**src/rtl/ide_bm_pkg.sv**
```systemverilog
package ide_bm_pkg;
  localparam int LANES = 4;

  // Number of byte lanes enabled.
  function automatic int unsigned lane_count(input logic [LANES-1:0] be);
    int unsigned n;
    n = 0;
    for (int i = 0; i < LANES; i++) n += {31'd0, be[i]};
    return n;
  endfunction

  // Index of the lowest enabled lane.
  function automatic logic [1:0] lane_of(input logic [LANES-1:0] be);
    logic [1:0] idx;
    idx = 2'd0;
    for (int i = LANES - 1; i >= 0; i--) if (be[i]) idx = 2'(i);
    return idx;
  endfunction

  // Next status byte: events set, write-ones clear, 6:5 loaded, 0 mirrors busy.
  function automatic logic [7:0] stat_next(input logic [7:0] cur, input logic [7:0] wd,
                                           input logic wr, input logic busy,
                                           input logic err, input logic done);
    logic [1:0] clr;
    logic [1:0] keep;
    logic [1:0] hi;
    clr  = wr ? wd[2:1] : 2'b00;
    keep = (cur[2:1] & ~clr) | {done, err};
    hi   = wr ? wd[6:5] : cur[6:5];
    return {1'b0, hi, 2'b00, keep, busy};
  endfunction

  // Descriptor base kept dword aligned.
  function automatic logic [31:0] dword_align(input logic [31:0] a);
    return {a[31:2], 2'b00};
  endfunction
endpackage

```
**src/rtl/ide_bm_chan.sv**
```systemverilog
module ide_bm_chan
  import ide_bm_pkg::*;
#(
  parameter int DW = 32
) (
  input  logic          clk,
  input  logic          rst,
  input  logic          cmd_we,
  input  logic          stat_we,
  input  logic          desc_we,
  input  logic [7:0]    wbyte,
  input  logic [DW-1:0] wdesc,
  input  logic          busy,
  input  logic          err_evt,
  input  logic          done_evt,
  output logic [7:0]    cmd_q,
  output logic [7:0]    stat_q,
  output logic [DW-1:0] desc_q,
  output logic          start_p,
  output logic          stop_p
);
  logic go_rise, go_fall;
  assign go_rise = cmd_we &  wbyte[0] & ~cmd_q[0];
  assign go_fall = cmd_we & ~wbyte[0] &  cmd_q[0];

  always_ff @(posedge clk) begin
    if (rst) begin
      cmd_q   <= '0;
      stat_q  <= '0;
      desc_q  <= '0;
      start_p <= 1'b0;
      stop_p  <= 1'b0;
    end else begin
      if (cmd_we) cmd_q <= {4'b0000, wbyte[3], 2'b00, wbyte[0]};
      stat_q  <= stat_next(stat_q, wbyte, stat_we, busy, err_evt, done_evt);
      if (desc_we) desc_q <= DW'(dword_align(32'(wdesc)));
      start_p <= go_rise;
      stop_p  <= go_fall;
    end
  end
endmodule

```
**src/rtl/ide_bm_irq.sv**
```systemverilog
module ide_bm_irq #(
  parameter int         NCH      = 2,
  parameter logic [7:0] LINE_RST = 8'h0E
) (
  input  logic           clk,
  input  logic           rst,
  input  logic [NCH-1:0] chan_irq,
  input  logic           line_we,
  input  logic [7:0]     line_wdata,
  output logic [NCH-1:0] pend_q,
  output logic [7:0]     line_q,
  output logic           any_pend,
  output logic           irq_out
);
  always_ff @(posedge clk) begin
    if (rst) begin
      pend_q <= '0;
      line_q <= LINE_RST;
    end else begin
      pend_q <= chan_irq;
      if (line_we) line_q <= {4'b0000, line_wdata[3:0]};
    end
  end

  assign any_pend = |pend_q;
  assign irq_out  = any_pend & (line_q != 8'd0);
endmodule

```
**src/rtl/ide_bm_regs.sv**
```systemverilog
module ide_bm_regs
  import ide_bm_pkg::*;
#(
  parameter int         NCH      = 2,
  parameter int         DW       = 32,
  parameter logic [7:0] LINE_RST = 8'h0E,
  parameter logic [7:0] PIN_VAL  = 8'h01
) (
  input  logic              clk,
  input  logic              rst,
  input  logic [3:0]        io_addr,
  input  logic [3:0]        io_be,
  input  logic              io_wr,
  input  logic              io_rd,
  input  logic [31:0]       io_wdata,
  output logic [31:0]       io_rdata,
  input  logic [NCH-1:0]    dma_busy,
  input  logic [NCH-1:0]    dma_err_evt,
  input  logic [NCH-1:0]    dma_done_evt,
  input  logic [NCH-1:0]    chan_irq,
  input  logic              line_we,
  input  logic [7:0]        line_wdata,
  output logic [NCH-1:0]    dma_start,
  output logic [NCH-1:0]    dma_stop,
  output logic [NCH-1:0]    dma_dir,
  output logic [NCH*DW-1:0] desc_addr,
  output logic [NCH-1:0]    irq_pend,
  output logic              irq_out,
  output logic [7:0]        irq_line,
  output logic [7:0]        irq_pin
);
  localparam int CSEL_W = (NCH > 1) ? $clog2(NCH) : 1;

  logic [CSEL_W-1:0] ch_sel;
  logic              is_desc, one_lane, all_lanes;
  logic [1:0]        lane;
  logic [7:0]        wbyte;
  logic [NCH*8-1:0]  cmd_flat, stat_flat;
  logic              any_pend;

  assign ch_sel    = CSEL_W'(io_addr[3]);
  assign is_desc   = io_addr[2];
  assign one_lane  = (lane_count(io_be) == 1);
  assign all_lanes = (io_be == 4'hF);
  assign lane      = lane_of(io_be);
  assign wbyte     = io_wdata[lane*8 +: 8];

  for (genvar c = 0; c < NCH; c++) begin : g_ch
    logic hit, cmd_we, stat_we, desc_we;
    assign hit     = io_wr & (ch_sel == CSEL_W'(c));
    assign cmd_we  = hit & ~is_desc & one_lane & (lane == 2'd0);
    assign stat_we = hit & ~is_desc & one_lane & (lane == 2'd2);
    assign desc_we = hit &  is_desc & all_lanes;

    ide_bm_chan #(.DW(DW)) u_chan (
      .clk(clk), .rst(rst),
      .cmd_we(cmd_we), .stat_we(stat_we), .desc_we(desc_we),
      .wbyte(wbyte), .wdesc(DW'(io_wdata)),
      .busy(dma_busy[c]), .err_evt(dma_err_evt[c]), .done_evt(dma_done_evt[c]),
      .cmd_q(cmd_flat[c*8 +: 8]), .stat_q(stat_flat[c*8 +: 8]),
      .desc_q(desc_addr[c*DW +: DW]),
      .start_p(dma_start[c]), .stop_p(dma_stop[c])
    );
    assign dma_dir[c] = cmd_flat[c*8 + 3];
  end

  always_comb begin
    logic [7:0] sel_cmd, sel_stat;
    logic [DW-1:0] sel_desc;
    sel_cmd  = '0;
    sel_stat = '0;
    sel_desc = '0;
    for (int c = 0; c < NCH; c++) begin
      if (ch_sel == CSEL_W'(c)) begin
        sel_cmd  = cmd_flat[c*8 +: 8];
        sel_stat = stat_flat[c*8 +: 8];
        sel_desc = desc_addr[c*DW +: DW];
      end
    end
    io_rdata = '0;
    if (io_rd) begin
      if (is_desc) begin
        io_rdata = 32'(sel_desc);
      end else begin
        for (int l = 0; l < LANES; l++) begin
          if (io_be[l]) begin
            if (!one_lane)   io_rdata[l*8 +: 8] = 8'hFF;
            else if (l == 0) io_rdata[l*8 +: 8] = sel_cmd;
            else if (l == 2) io_rdata[l*8 +: 8] = sel_stat;
            else             io_rdata[l*8 +: 8] = 8'hFF;
          end
        end
      end
    end
  end

  ide_bm_irq #(.NCH(NCH), .LINE_RST(LINE_RST)) u_irq (
    .clk(clk), .rst(rst), .chan_irq(chan_irq),
    .line_we(line_we), .line_wdata(line_wdata),
    .pend_q(irq_pend), .line_q(irq_line), .any_pend(any_pend), .irq_out(irq_out)
  );

  assign irq_pin = PIN_VAL;
endmodule

```
**config.mk**
```make
export PLATFORM = sky130hd
export DESIGN_NAME = ide_bm_regs
export DESIGN_NICKNAME = d
export VERILOG_FILES = /design/src/rtl/ide_bm_pkg.sv /design/src/rtl/ide_bm_chan.sv /design/src/rtl/ide_bm_irq.sv /design/src/rtl/ide_bm_regs.sv
export SDC_FILE = /design/constraint.sdc
export NUM_CORES = 1
export LEC_CHECK = 0
export BUFFER_PORTS_ARGS = -buffer_cell sky130_fd_sc_hd__buf_2
export CORE_MARGIN = 2
export CORE_UTILIZATION = 47
export DETAILED_ROUTE_END_ITERATION = 16
export HOLD_SLACK_MARGIN = 0.06
export PLACE_DENSITY = 0.8
export SYNTH_ARGS = -nofsm -noshare
export SYNTH_HDL_FRONTEND = slang
export SYNTH_SLANG_ARGS = --single-unit
```
**constraint.sdc**
```tcl
create_clock -name clk -period 3 [get_ports clk]
set_input_delay 0.15 -clock clk [delete_from_list [all_inputs] [get_ports clk]]
set_output_delay 0.15 -clock clk [all_outputs]
set_load 0.1 [all_outputs]
```
Yosys cells after proc, flatten, opt, wreduce, memory -nomap -nowiden
Index checks and enable logic that the tools add are counted.

cells by class
  muxes and demuxes = 17
  add/subtract/negate cells = 3
  reductions and logical operators = 3
  equal/unequal tests = 3
  shift-type cells = 1
  bitwise gates (word level) = 34

operator list
  cell                                                              number
  32-bit 2-to-1 mux                                                 3
  8-bit 2-to-1 mux                                                  7
  32-bit by 6-bit indexed part select with 7-bit output             1
  1-bit AND                                                         23
  2-bit 2-to-1 mux                                                  6
  8-bit nonzero test                                                1
  1-bit inverter                                                    5
  3-bit by 1-bit adder with 4-bit output                            1
  2-bit AND                                                         2
  4-bit by 1-bit == test with 1-bit output (second input constant)  1
  4-bit == test (second input constant)                             1
  4-bit 2-to-1 mux                                                  1
  2-bit inverter                                                    2
  2-bit OR                                                          2
  2-bit by 1-bit adder with 3-bit output                            1
  1-bit by 1-bit adder with 2-bit output                            1
  2-bit == test (second input constant)                             1
  2-bit zero test                                                   1
  2-bit OR reduction                                                1

word-level totals
  register bits after elaboration = 90
  bits of input ports = 61
  output and inout bits = 121

Logic depth before layout (Yosys ltp)
Gate-level depths: netlist of run 1.

  depth in word-level cells = 10
  depth in mapped cells = 11
  depth with buffers taken out = 9

Modules after synthesis
Synthesis of run 1 repeated with hierarchy kept, for this count alone.

second synthesis, totals
  cell total of the unflattened synthesis = 491
  area total of the unflattened synthesis = 4668.2 um^2

by module, submodules not included
  module       area an instance (um^2)  times used  seq. area each (um^2)  cells an instance
  ide_bm_chan  1490.2                   2           780.7                  136
  ide_bm_regs  1445.1                   1           0.0                    196
  ide_bm_irq   242.7                    1           120.1                  23

Least setup slack after synthesis of run 1
No wires, ideal clock.

  kind = input to output
  start point = in io_be[0]
  end point = out io_rdata[16]
  buffers on the path = 2
  cell stages on the path = 11
  slack = -1.176 ns
  arrival time = 4.026 ns
  cell sequence = buf_2 > inv_1 > fa_1 > inv_1 > ha_1 > ha_1 > nor3b_2 > buf_2 > nand2_1 > a21oi_1 > a211oi_1

between the ends
  word-level cells in the longest chain between the ends = 8

RTL lines
  what                                      line               RTL
  start: declaration                        ide_bm_regs.sv:12  input logic [3:0] io_be,
  1-bit by 1-bit adder with 2-bit output    ide_bm_pkg.sv:8    for (int i = 0; i < LANES; i++) n += {31'd0, be[i]};
  2-bit by 1-bit adder with 3-bit output    ide_bm_pkg.sv:8
  3-bit by 1-bit adder with 4-bit output    ide_bm_pkg.sv:8
  4-bit by 1-bit == test with 1-bit output  ide_bm_regs.sv:43  assign one_lane = (lane_count(io_be) == 1);
  8-bit 2-to-1 mux                          ide_bm_regs.sv:87  if (!one_lane) io_rdata[l*8 +: 8] = 8'hFF;
  8-bit 2-to-1 mux                          ide_bm_regs.sv:86  if (io_be[l]) begin
  32-bit 2-to-1 mux                         ide_bm_regs.sv:82  if (is_desc) begin
  32-bit 2-to-1 mux                         ide_bm_regs.sv:81  if (io_rd) begin
  end: declaration                          ide_bm_regs.sv:16  output logic [31:0] io_rdata,

Every way passes these cells.

Worst setup path in the final report of run 1
  start point = in io_be[0]
  end point = out io_rdata[18]

The elaborated chain is that of the path after synthesis.

==> flow_metrics.tcl, run 1 <==
set metrics [dict create \
    worst_pin_slew_ns 1.20 \
    grt_pass1_wl_mm 19.9 \
    die_area_mm2 0.00943 \
    vdd_ir_drop_max_mv 0.422 \
    ctsHtreeMaxLevel 3 \
    max_stage_delay_ns 0.56 \
    routedWlPerCell_um 15.8 \
    cp-start-kind "input port" \
    layout_commonest_cell "buf_2" \
    period_minus_slack_ns 2.74 \
    area_growth_syn_to_layout_pct 32.4 \
    core_mm2 0.00830 \
    netlist_top_cells_area "dfxtp_1 (41%), nand2_1 (12%), a21oi_1 (12%)" \
    gp_congestion 0.858 \
    synthAdderAreaFrac_pct 1.41 \
    path_buf_inv 5 \
    synth_simple_gate_area_share_pct 20.5 \
    async_flop_share_pct 0 \
    fin_cells 787 \
    initial_utilization_pct 49.1 \
    worst_ep_arrival_time_ns 2.59 \
    via_per_inst 5.35 \
    dp_slack_ns 0.254 \
    grt.total_usage_pct 25.9 \
    p_per_area_mw_per_mm2 487 \
    synth-compound-area-share_pct 17.1 \
    worstSetupPathType "in2out" \
    fmax_ghz 0.366 \
    port_buffers 159 \
    layout_common_cells "buf_2 (159), nand2_1 (127), a21oi_1 (92)" \
    drv_slew 0 \
    crit_required_ns 2.85 \
    cts.sinks 84 \
    switchingPower_uw 957 \
    critPathTopFamily "adder cells" \
    syn_area_mm2 0.00407 \
    antenna_found_initial 0 \
    path_clk_slew_ns 0.09 \
    ant_nets 0 \
    clk_latency_ns 0.34 \
    leakage_uw 0.00246 \
    place_area_mm2 0.00490 \
    grt-ovfl-total 0 \
    avgSynthCellArea_um2 8.00 \
    synth_cells 509 \
    die_x_um 97.1 \
    wl_mm 12.4 \
    skew_ns 0.00346 \
    synth_warnings 0 \
    drive_above_1_share_pct 30.1 \
    yosysUniqueCellTypes 41 \
    status "finished, final reports clean" \
    cts_tree "done" \
    max_cap_violations 0 \
    drt-pass1-iter-count 5 \
    cts_made_buffers 9 \
    worstHoldPathType "in2reg" \
    post_cts_buffers 0 \
    num_io_pins 182 \
    p_sw_share_pct 36.4 \
    end_kind "output pin" \
    cts_buffer_depth 2 \
    p_int_uw 1670 \
    drt_iter0_drc 196 \
    synth_edf_count 0 \
    finalSetupViolCount 0 \
    power_frac_seq_pct 43.3 \
    fin_area_mm2 0.00540 \
    rsz0062_at_grt "false" \
    fin_ws_ns 0.264 \
    dominantRegCellSynth "dfxtp_1" \
    yosys.area_share.xor_xnor_pct 0 \
    fp-row-count 33 \
    worstPathCellList "buf_2, inv_1, fa_1, inv_1, ha_1, ha_1, nor3b_2, buf_4, nand2_1, a21oi_1, a211oi_4, buf_2" \
    root_buffer "clkbuf_8" \
    cp_slowest_cell "fa_1" \
    nNetsFinal 742 \
    drc_errors 0 \
    synth_seq_cells 84 \
    chipHeight_um 97.1 \
    synth.top_cell.area_share_pct 41.3 \
    synth_area_leader_cell "dfxtp_1" \
    dpl.hpwl_mm 8.43 \
    synth-seq-area-share_pct 41.3 \
    grt_max_degree 58 \
    pwr-share-comb_pct 25.1 \
    synth_top_family_by_area "simple AND/OR/NAND/NOR gates" \
    grt_pass1_vias 4206 \
    path_max_fanout 10 \
    vias 4208 \
    insertedDiodeCount 0 \
    power_frac_clock_pct 31.6 \
    relSlewSlack_pct 19.9 \
    dp_cells 742 \
    hold_viol 0 \
    muxShareOfSynthArea_pct 10.4 \
    finalCritPeriodShare_pct 91.2 \
]
final timing paths:
| path | startpoint | to | slack [ns] | cells after the start |
|---|---|---|---|---|
| setup / recovery | io_be[0] | io_rdata[18] | 0.26 | 12 |
| hold / removal | io_wdata[30] | g_ch[0].u_chan.desc_q[30]$_SDFFE_PP0P_ | 0.08 | 3 |
| setup reg to reg | u_irq.line_q[1]$_SDFFE_PP1P_ | u_irq.line_q[1]$_SDFFE_PP1P_ | 2.18 | 2 |
| hold reg to reg | g_ch[1].u_chan.desc_q[22]$_SDFFE_PP0P_ | g_ch[1].u_chan.desc_q[22]$_SDFFE_PP0P_ | 0.47 | 2 |
logic make-up (layout without fill, tap and decap cells):
logic type | count (synthesis) | after routing
and+or+nand+nor | 187 | 187
AOI/OAI and AO/OA | 124 | 124
DFF | 84 | 84
buffers and inverters | 66 | 225
muxes | 42 | 42
adders and majority gates | 4 | 4
other | 2 | 16
worst register-to-register path: cells and delay by family (launching register included):
family           cells  cell delay, ns
flip-flops           1            0.34
AO/OA/AOI/OAI        1            0.24
AND/OR/NAND/NOR      1            0.14
state kept, by name, indices dropped and copies added (netlist names):
signal               count
u_irq.line_q             4
g_ch.u_chan.stop_p       2
g_ch.u_chan.desc_q      60
u_irq.pend_q             2
g_ch.u_chan.stat_q      10
g_ch.u_chan.start_p      2
g_ch.u_chan.cmd_q        4
timing repair:
item | CTS | global route
hold buffers | 29 | 0
hold endpoints to repair | 43 | 0
gates resized for setup | 0 | 0
per-layer routing:
metal / wire length [um] / up-vias / GRT usage, %
li1: - / 2022 / -
met1: 5180 / 1982 / 31.4
met2: 6220 / 185 / 45.8
met3: 812 / 19 / 5.54
met4: 229 / 0 / 8.45
met5: 0 / - / 0
through the flow:
| stage | util [%] | setup TNS [ns] | hold slack [ns] | total power, uW |
|---|---|---|---|---|
| 2_1_floorplan | - | -2.71 | 0.267 | 1680 |
| 3_3_place_gp | 59.1 | 0 | 0.357 | 1780 |
| 3_5_place_dp | 59.1 | 0 | 0.361 | 1790 |
| 4_1_cts | 65.0 | 0 | 0.0601 | 2640 |
| 5_1_grt | 65.0 | 0 | 0.0628 | 2720 |
| 6_report | 65.0 | 0 | 0.0763 | 2630 |
cell usage after synthesis, drive strengths merged (5+ instances only):
| library cell | n |
|---|---|
| a211oi | 5 |
| o21ai | 8 |
| a21oi | 94 |
| nor2 | 17 |
| nor2b | 12 |
| nand2 | 127 |
| dfxtp | 84 |
| nand2b | 6 |
| clkbuf | 10 |
| buf | 46 |
| mux2i | 41 |
| inv | 10 |
power by group through the flow:
stage	Clock (uW)	Combinational, uW	Sequential (uW)
detailed placement	0	624	1160
global route	892	689	1140
floorplan	0	455	1220
CTS	848	656	1140
global placement	0	617	1160
finish	831	660	1140
final cells by class:
cell class	count	area, um^2
fillers	701	2900
multi-input cells	373	2150
flip-flops and latches	84	1680
repair buffers	199	1190
well taps	105	131
clock buffers	9	124
clock inverters	7	80.1
inverters	10	37.5
Note: power is estimated with default switching activity, not from simulation.
==> run 2, diff against run 1 <==
--- a/config.mk
+++ b/config.mk
@@ -6,7 +6,7 @@
 export NUM_CORES = 1
 export LEC_CHECK = 0
 export BUFFER_PORTS_ARGS = -buffer_cell sky130_fd_sc_hd__buf_2
-export CORE_MARGIN = 2
+export CORE_MARGIN = 5
 export CORE_UTILIZATION = 47
 export DETAILED_ROUTE_END_ITERATION = 16
 export HOLD_SLACK_MARGIN = 0.06
==> constraint.sdc (replaced) <==
create_clock -name clk -period 3.1 [get_ports clk]
set_input_delay 0.155 -clock clk [delete_from_list [all_inputs] [get_ports clk]]
set_output_delay 0.155 -clock clk [all_outputs]
set_load 0.1 [all_outputs]
==> flow_metrics.tcl, run 2 (same netlist as run 1, synthesis figures left out) <==
set metrics [dict create \
    leakage_uw 0.00249 \
    cts_tree "done" \
    path_max_fanout 9 \
    period_minus_slack_ns 2.77 \
    gp_congestion 0.851 \
    finalSetupViolCount 0 \
    root_buffer "clkbuf_8" \
    drv_slew 0 \
    area_growth_syn_to_layout_pct 33.6 \
    fin_hold_ws_ns 0.0791 \
    drt-pass1-iter-count 5 \
    cts_made_buffers 9 \
    worstPathCellList "buf_2, inv_1, fa_1, inv_1, ha_1, ha_1, nor3b_4, buf_4, nor2_1, o21ai_0, buf_4, a21oi_1, clkbuf_4" \
    critPathTopFamily "adder cells" \
    ant_nets 0 \
    path_buf_inv 6 \
    fin_area_mm2 0.00544 \
    clk_latency_ns 0.35 \
    finalCritPeriodShare_pct 89.3 \
    die_x_um 103 \
    grt_pass1_wl_mm 19.8 \
    place_area_mm2 0.00490 \
    max_stage_delay_ns 0.53 \
    drive_above_1_share_pct 30.3 \
    path_clk_slew_ns 0.08 \
    grt_pass1_vias 4006 \
    ctsHtreeMaxLevel 3 \
    routedWlPerCell_um 16.3 \
    status "finished, final reports clean" \
    crit_required_ns 2.94 \
    cts.sinks 84 \
    grt_max_degree 46 \
    cp-start-kind "input port" \
    worst_pin_slew_ns 1.20 \
    core_mm2 0.00859 \
    port_buffers 159 \
    initial_utilization_pct 47.4 \
    wl_mm 12.9 \
    relSlewSlack_pct 20.0 \
    worstHoldPathType "in2reg" \
    antenna_found_initial 1 \
    fp-row-count 34 \
    worst_ep_arrival_time_ns 2.61 \
    dpl.hpwl_mm 9.07 \
    num_io_pins 182 \
    nNetsFinal 747 \
    num-fill-cells 757 \
    grt-ovfl-total 0 \
    largest_register "g_ch.u_chan.desc_q" \
    drc_errors 0 \
    end_kind "output pin" \
    cp_slowest_cell "fa_1" \
    vias 4201 \
    drt_iter0_drc 210 \
    max_cap_violations 0 \
    via_per_inst 5.28 \
    insertedDiodeCount 0 \
    p_per_area_mw_per_mm2 481 \
    fmax_ghz 0.361 \
    chipHeight_um 103 \
    hold_depth 3 \
    layout_commonest_cell "buf_2" \
    top_regs "g_ch.u_chan.desc_q (60), g_ch.u_chan.stat_q (10)" \
    die_area_mm2 0.0106 \
    worstSetupPathType "in2out" \
    rsz0062_at_grt "false" \
    cts_buffer_depth 2 \
    largest_reg_flops 60 \
    cp.depth 13 \
    layout_common_cells "buf_2 (156), nand2_1 (127), a21oi_1 (92)" \
    hold_viol 0 \
    rr_worst_depth 2 \
    vdd_ir_drop_max_mv 0.344 \
    grt.total_usage_pct 23.8 \
    skew_ns 0.000325 \
]
==> run 2: cell types whose count changed in the layout (fill, tap and decap cells not counted), sizes merged <==
cell         change
buf              +1
bufinv           +1
clkbuf           +3
clkinv           +2
clkinvlp         -1
dlygate4sd3      +1
inv              -2
==> run 2: area by class of cell <==
cell class,instances,area [um^2],area share (%)
Multi-Input combinational cell,373,2150,39.5
Sequential cell,84,1680,30.9
Timing Repair Buffer,204,1220,22.3
Tap cell,108,135,2.48
Clock buffer,9,124,2.28
Clock inverter,7,98.8,1.82
Inverter,10,37.5,0.689
==> run 2: power breakdown <==
group	total [uW]	switching, uW	internal [uW]
logic	650	500	150
clock network	870	411	459
registers	1100	8.44	1090
total	2620	919	1700
==> run 2: repair_timing <==
action | in CTS | in global routing
setup endpoints to repair | 0 | 5
resized for setup | 0 | 4
endpoints found under the hold margin | 47 | 0
setup buffers | 0 | 1
hold buffers | 30 | 0
==> run 2: routing by layer <==
| metal | vias to the layer above | track usage, % | part of all wire [%] |
|---|---|---|---|
| li1 | 2030 | - | - |
| met1 | 1981 | 29.7 | 41 |
| met2 | 173 | 41.2 | 49 |
| met3 | 15 | 6.09 | 9.4 |
| met4 | 2 | 5.28 | 1.0 |
| met5 | - | 0 | 0.054 |
==> run 2: worst paths after layout <==
check	start	endpoint	slack, ns
setup / recovery	io_be[0]	io_rdata[4]	0.33
hold / removal	io_wdata[8]	g_ch[1].u_chan.desc_q[8]$_SDFFE_PP0P_	0.08
setup reg to reg	u_irq.line_q[2]$_SDFFE_PP1P_	u_irq.line_q[2]$_SDFFE_PP1P_	2.29
hold reg to reg	g_ch[1].u_chan.desc_q[20]$_SDFFE_PP0P_	g_ch[1].u_chan.desc_q[20]$_SDFFE_PP0P_	0.47
==> run 2: stage by stage <==
step	TNS [ns]	setup slack [ns]	std cells	util, %	total power [uW]
3_3_place_gp	0	0.165	748	57.0	1720
4_1_cts	0	0.0891	794	63.1	2630
3_5_place_dp	0	0.109	748	57.0	1730
2_1_floorplan	-1.98	-0.266	523	-	1620
5_1_grt	0	0.110	795	63.4	2720
6_report	0	0.331	795	63.4	2620
==> run 2: worst register-to-register path: stages, from the launching register on <==
cell and delay, ns:
dfxtp_1 0.34, nor2b_1 0.15, a211o_1 0.22
==> run 3, diff against run 2 <==
--- a/config.mk
+++ b/config.mk
@@ -6,11 +6,13 @@
 export NUM_CORES = 1
 export LEC_CHECK = 0
 export BUFFER_PORTS_ARGS = -buffer_cell sky130_fd_sc_hd__buf_2
-export CORE_MARGIN = 5
-export CORE_UTILIZATION = 47
+export CORE_ASPECT_RATIO = 0.75
+export CORE_MARGIN = 3
+export CORE_UTILIZATION = 49
 export DETAILED_ROUTE_END_ITERATION = 16
 export HOLD_SLACK_MARGIN = 0.06
 export PLACE_DENSITY = 0.8
 export SYNTH_ARGS = -nofsm -noshare
 export SYNTH_HDL_FRONTEND = slang
+export SYNTH_HIERARCHICAL = 1
 export SYNTH_SLANG_ARGS = --single-unit
==> flow_metrics.tcl, run 3 <==
set metrics [dict create \
    die_x_um 118 \
    drc_errors 0 \
    initial_utilization_pct 52.3 \
    cts_tree "done" \
    area_growth_syn_to_layout_pct 24.8 \
    max_stage_delay_ns 0.53 \
    hold_depth 3 \
    crit_start "io_be[0]" \
    power_frac_seq_pct 36.6 \
    multi_input_area_mm2 0.00254 \
    port_buffers 159 \
    status "finished, final reports clean" \
    syn_area_mm2 0.00460 \
    leakage_uw 0.00256 \
    finalSetupViolCount 0 \
    grt_pass1_vias 3958 \
    wl_mm 12.7 \
    fin_ws_ns 0.200 \
    ant_nets 0 \
    drt_iter0_drc 249 \
    hp-start "io_wdata[23]" \
    switchingPower_uw 954 \
    core_mm2 0.00878 \
    cp-start-kind "input port" \
    via_per_inst 5.17 \
    fin_cells 761 \
    period_minus_slack_ns 2.90 \
    synth_warnings 6 \
    clk_latency_ns 0.33 \
    top_regs "g_ch.u_chan/desc_q (60), g_ch.u_chan/stat_q (10)" \
    grt-ovfl-total 0 \
    drive_above_1_share_pct 35.5 \
    avgSynthCellArea_um2 9.55 \
    num_io_pins 182 \
    hold_viol 0 \
    num-fill-cells 767 \
    worstPathCellList "buf_2, inv_1, fa_1, inv_1, ha_1, ha_1, or3b_1, buf_4, a211oi_1, o22ai_2, buf_2" \
    finalCritPeriodShare_pct 93.5 \
    reg2reg_slack_ns 2.32 \
    worstSetupPathType "in2out" \
    dpl.hpwl_mm 9.41 \
    chipHeight_um 89.9 \
    drt-pass1-iter-count 5 \
    vias 3937 \
    synth_cells 481 \
    relSlewSlack_pct 30.0 \
    cp_slowest_cell "fa_1" \
    r2r-start "u_irq/line_q[1]$_SDFFE_PP1P_" \
    p_per_area_mw_per_mm2 525 \
    regArea_mm2 0.00168 \
    p_sw_share_pct 31.7 \
    fp-row-count 29 \
    routedWlPerCell_um 16.7 \
    rsz0062_at_grt "false" \
    grt_pass1_wl_mm 20.3 \
    pwr-share-comb_pct 22.1 \
    grt_max_degree 59 \
    die_area_mm2 0.0106 \
    drv_slew 0 \
    crit_required_ns 2.94 \
    rr_worst_depth 2 \
    path_max_fanout 12 \
    layout_commonest_cell "buf_2" \
    largest_register "g_ch.u_chan/desc_q" \
    worstHoldPathType "in2reg" \
    antenna_found_initial 1 \
    layout_common_cells "buf_2 (158), mux2i_1 (101), dfxtp_1 (84)" \
    fmax_ghz 0.345 \
    root_buffer "clkbuf_16" \
    p_int_uw 2050 \
    cts_made_buffers 9 \
    r2r-end "u_irq/line_q[1]$_SDFFE_PP1P_" \
    grt.total_usage_pct 23.4 \
    power_frac_clock_pct 41.3 \
    worst_pin_slew_ns 1.05 \
    cts_buffer_depth 2 \
    path_clk_slew_ns 0.06 \
    largest_reg_flops 60 \
    skew_ns 0.00136 \
    vdd_ir_drop_max_mv 0.415 \
    gp_congestion 0.817 \
    fin_tns_setup_ns 0 \
    post_cts_buffers 0 \
    max_cap_violations 0 \
    cts.sinks 84 \
    power_uw 3010 \
    holdPathEnd "g_ch[1].u_chan/desc_q[23]$_SDFFE_PP0P_" \
    insertedDiodeCount 0 \
    nNetsFinal 697 \
    dp_slack_ns 0.207 \
    ctsHtreeMaxLevel 3 \
    dp_cells 737 \
    end_kind "output pin" \
    worst_ep_arrival_time_ns 2.74 \
]
run 3: stage by stage:
stage | util (%) | cell area [um^2] | hold WS (ns)
5_1_grt | 65.3 | 5740 | 0.0835
3_3_place_gp | 60.4 | 5310 | 0.360
3_5_place_dp | 60.4 | 5310 | 0.369
2_1_floorplan | - | 4800 | 0.227
6_report | 65.3 | 5740 | 0.0794
4_1_cts | 65.3 | 5740 | 0.0643
run 3: how the worst max path moves through the flow:
stage,slack (ns),depth (start not counted),end
global route,0.05,11,io_rdata[5]
finish,0.20,11,io_rdata[5]
CTS,0.20,11,io_rdata[5]
floorplan,0.002,13,g_ch[0].u_chan/stat_q[6]$_SDFFE_PP0P_
detailed placement,0.21,11,io_rdata[5]
global placement,0.28,11,io_rdata[5]
run 3: area by class of cell:
| type | instances | share of cell area (%) |
|---|---|---|
| multi-input combinational | 348 | 44.3 |
| clock inverter | 6 | 1.94 |
| clock buffer | 10 | 4.17 |
| inverter | 10 | 0.654 |
| tap | 124 | 2.71 |
| sequential | 84 | 29.3 |
| timing repair buffer | 179 | 16.9 |
run 3: worst max-delay path, delay by kind of cell:
| family | cells | cell delay, ns |
|---|---|---|
| buf+inv | 5 | 0.76 |
| compound gates | 2 | 0.40 |
| simple gates | 1 | 0.43 |
| fa+ha+maj | 3 | 1.01 |
run 3: power groups by stage:
stage / sequential [uW] / clock [uW] / combinational [uW]
finish: 1100 / 1240 / 664
CTS: 1100 / 1270 / 661
floorplan: 1190 / 0 / 506
detailed placement: 1130 / 0 / 652
global route: 1100 / 1320 / 696
global placement: 1130 / 0 / 643
run 3: layer usage:
metal	global-route usage (%)	vias to the layer above	share of wire [%]	wire, um
li1	-	1910	-	-
met1	29.4	1840	44	5560
met2	39.0	174	47	6020
met3	7.78	11	8.2	1040
met4	5.95	2	0.81	103
met5	0	-	0.10	13
run 3: what timing repair did:
action,4_1_cts,5_1_grt
resized for setup,0,0
hold buffers,8,0
hold endpoints to repair,8,0
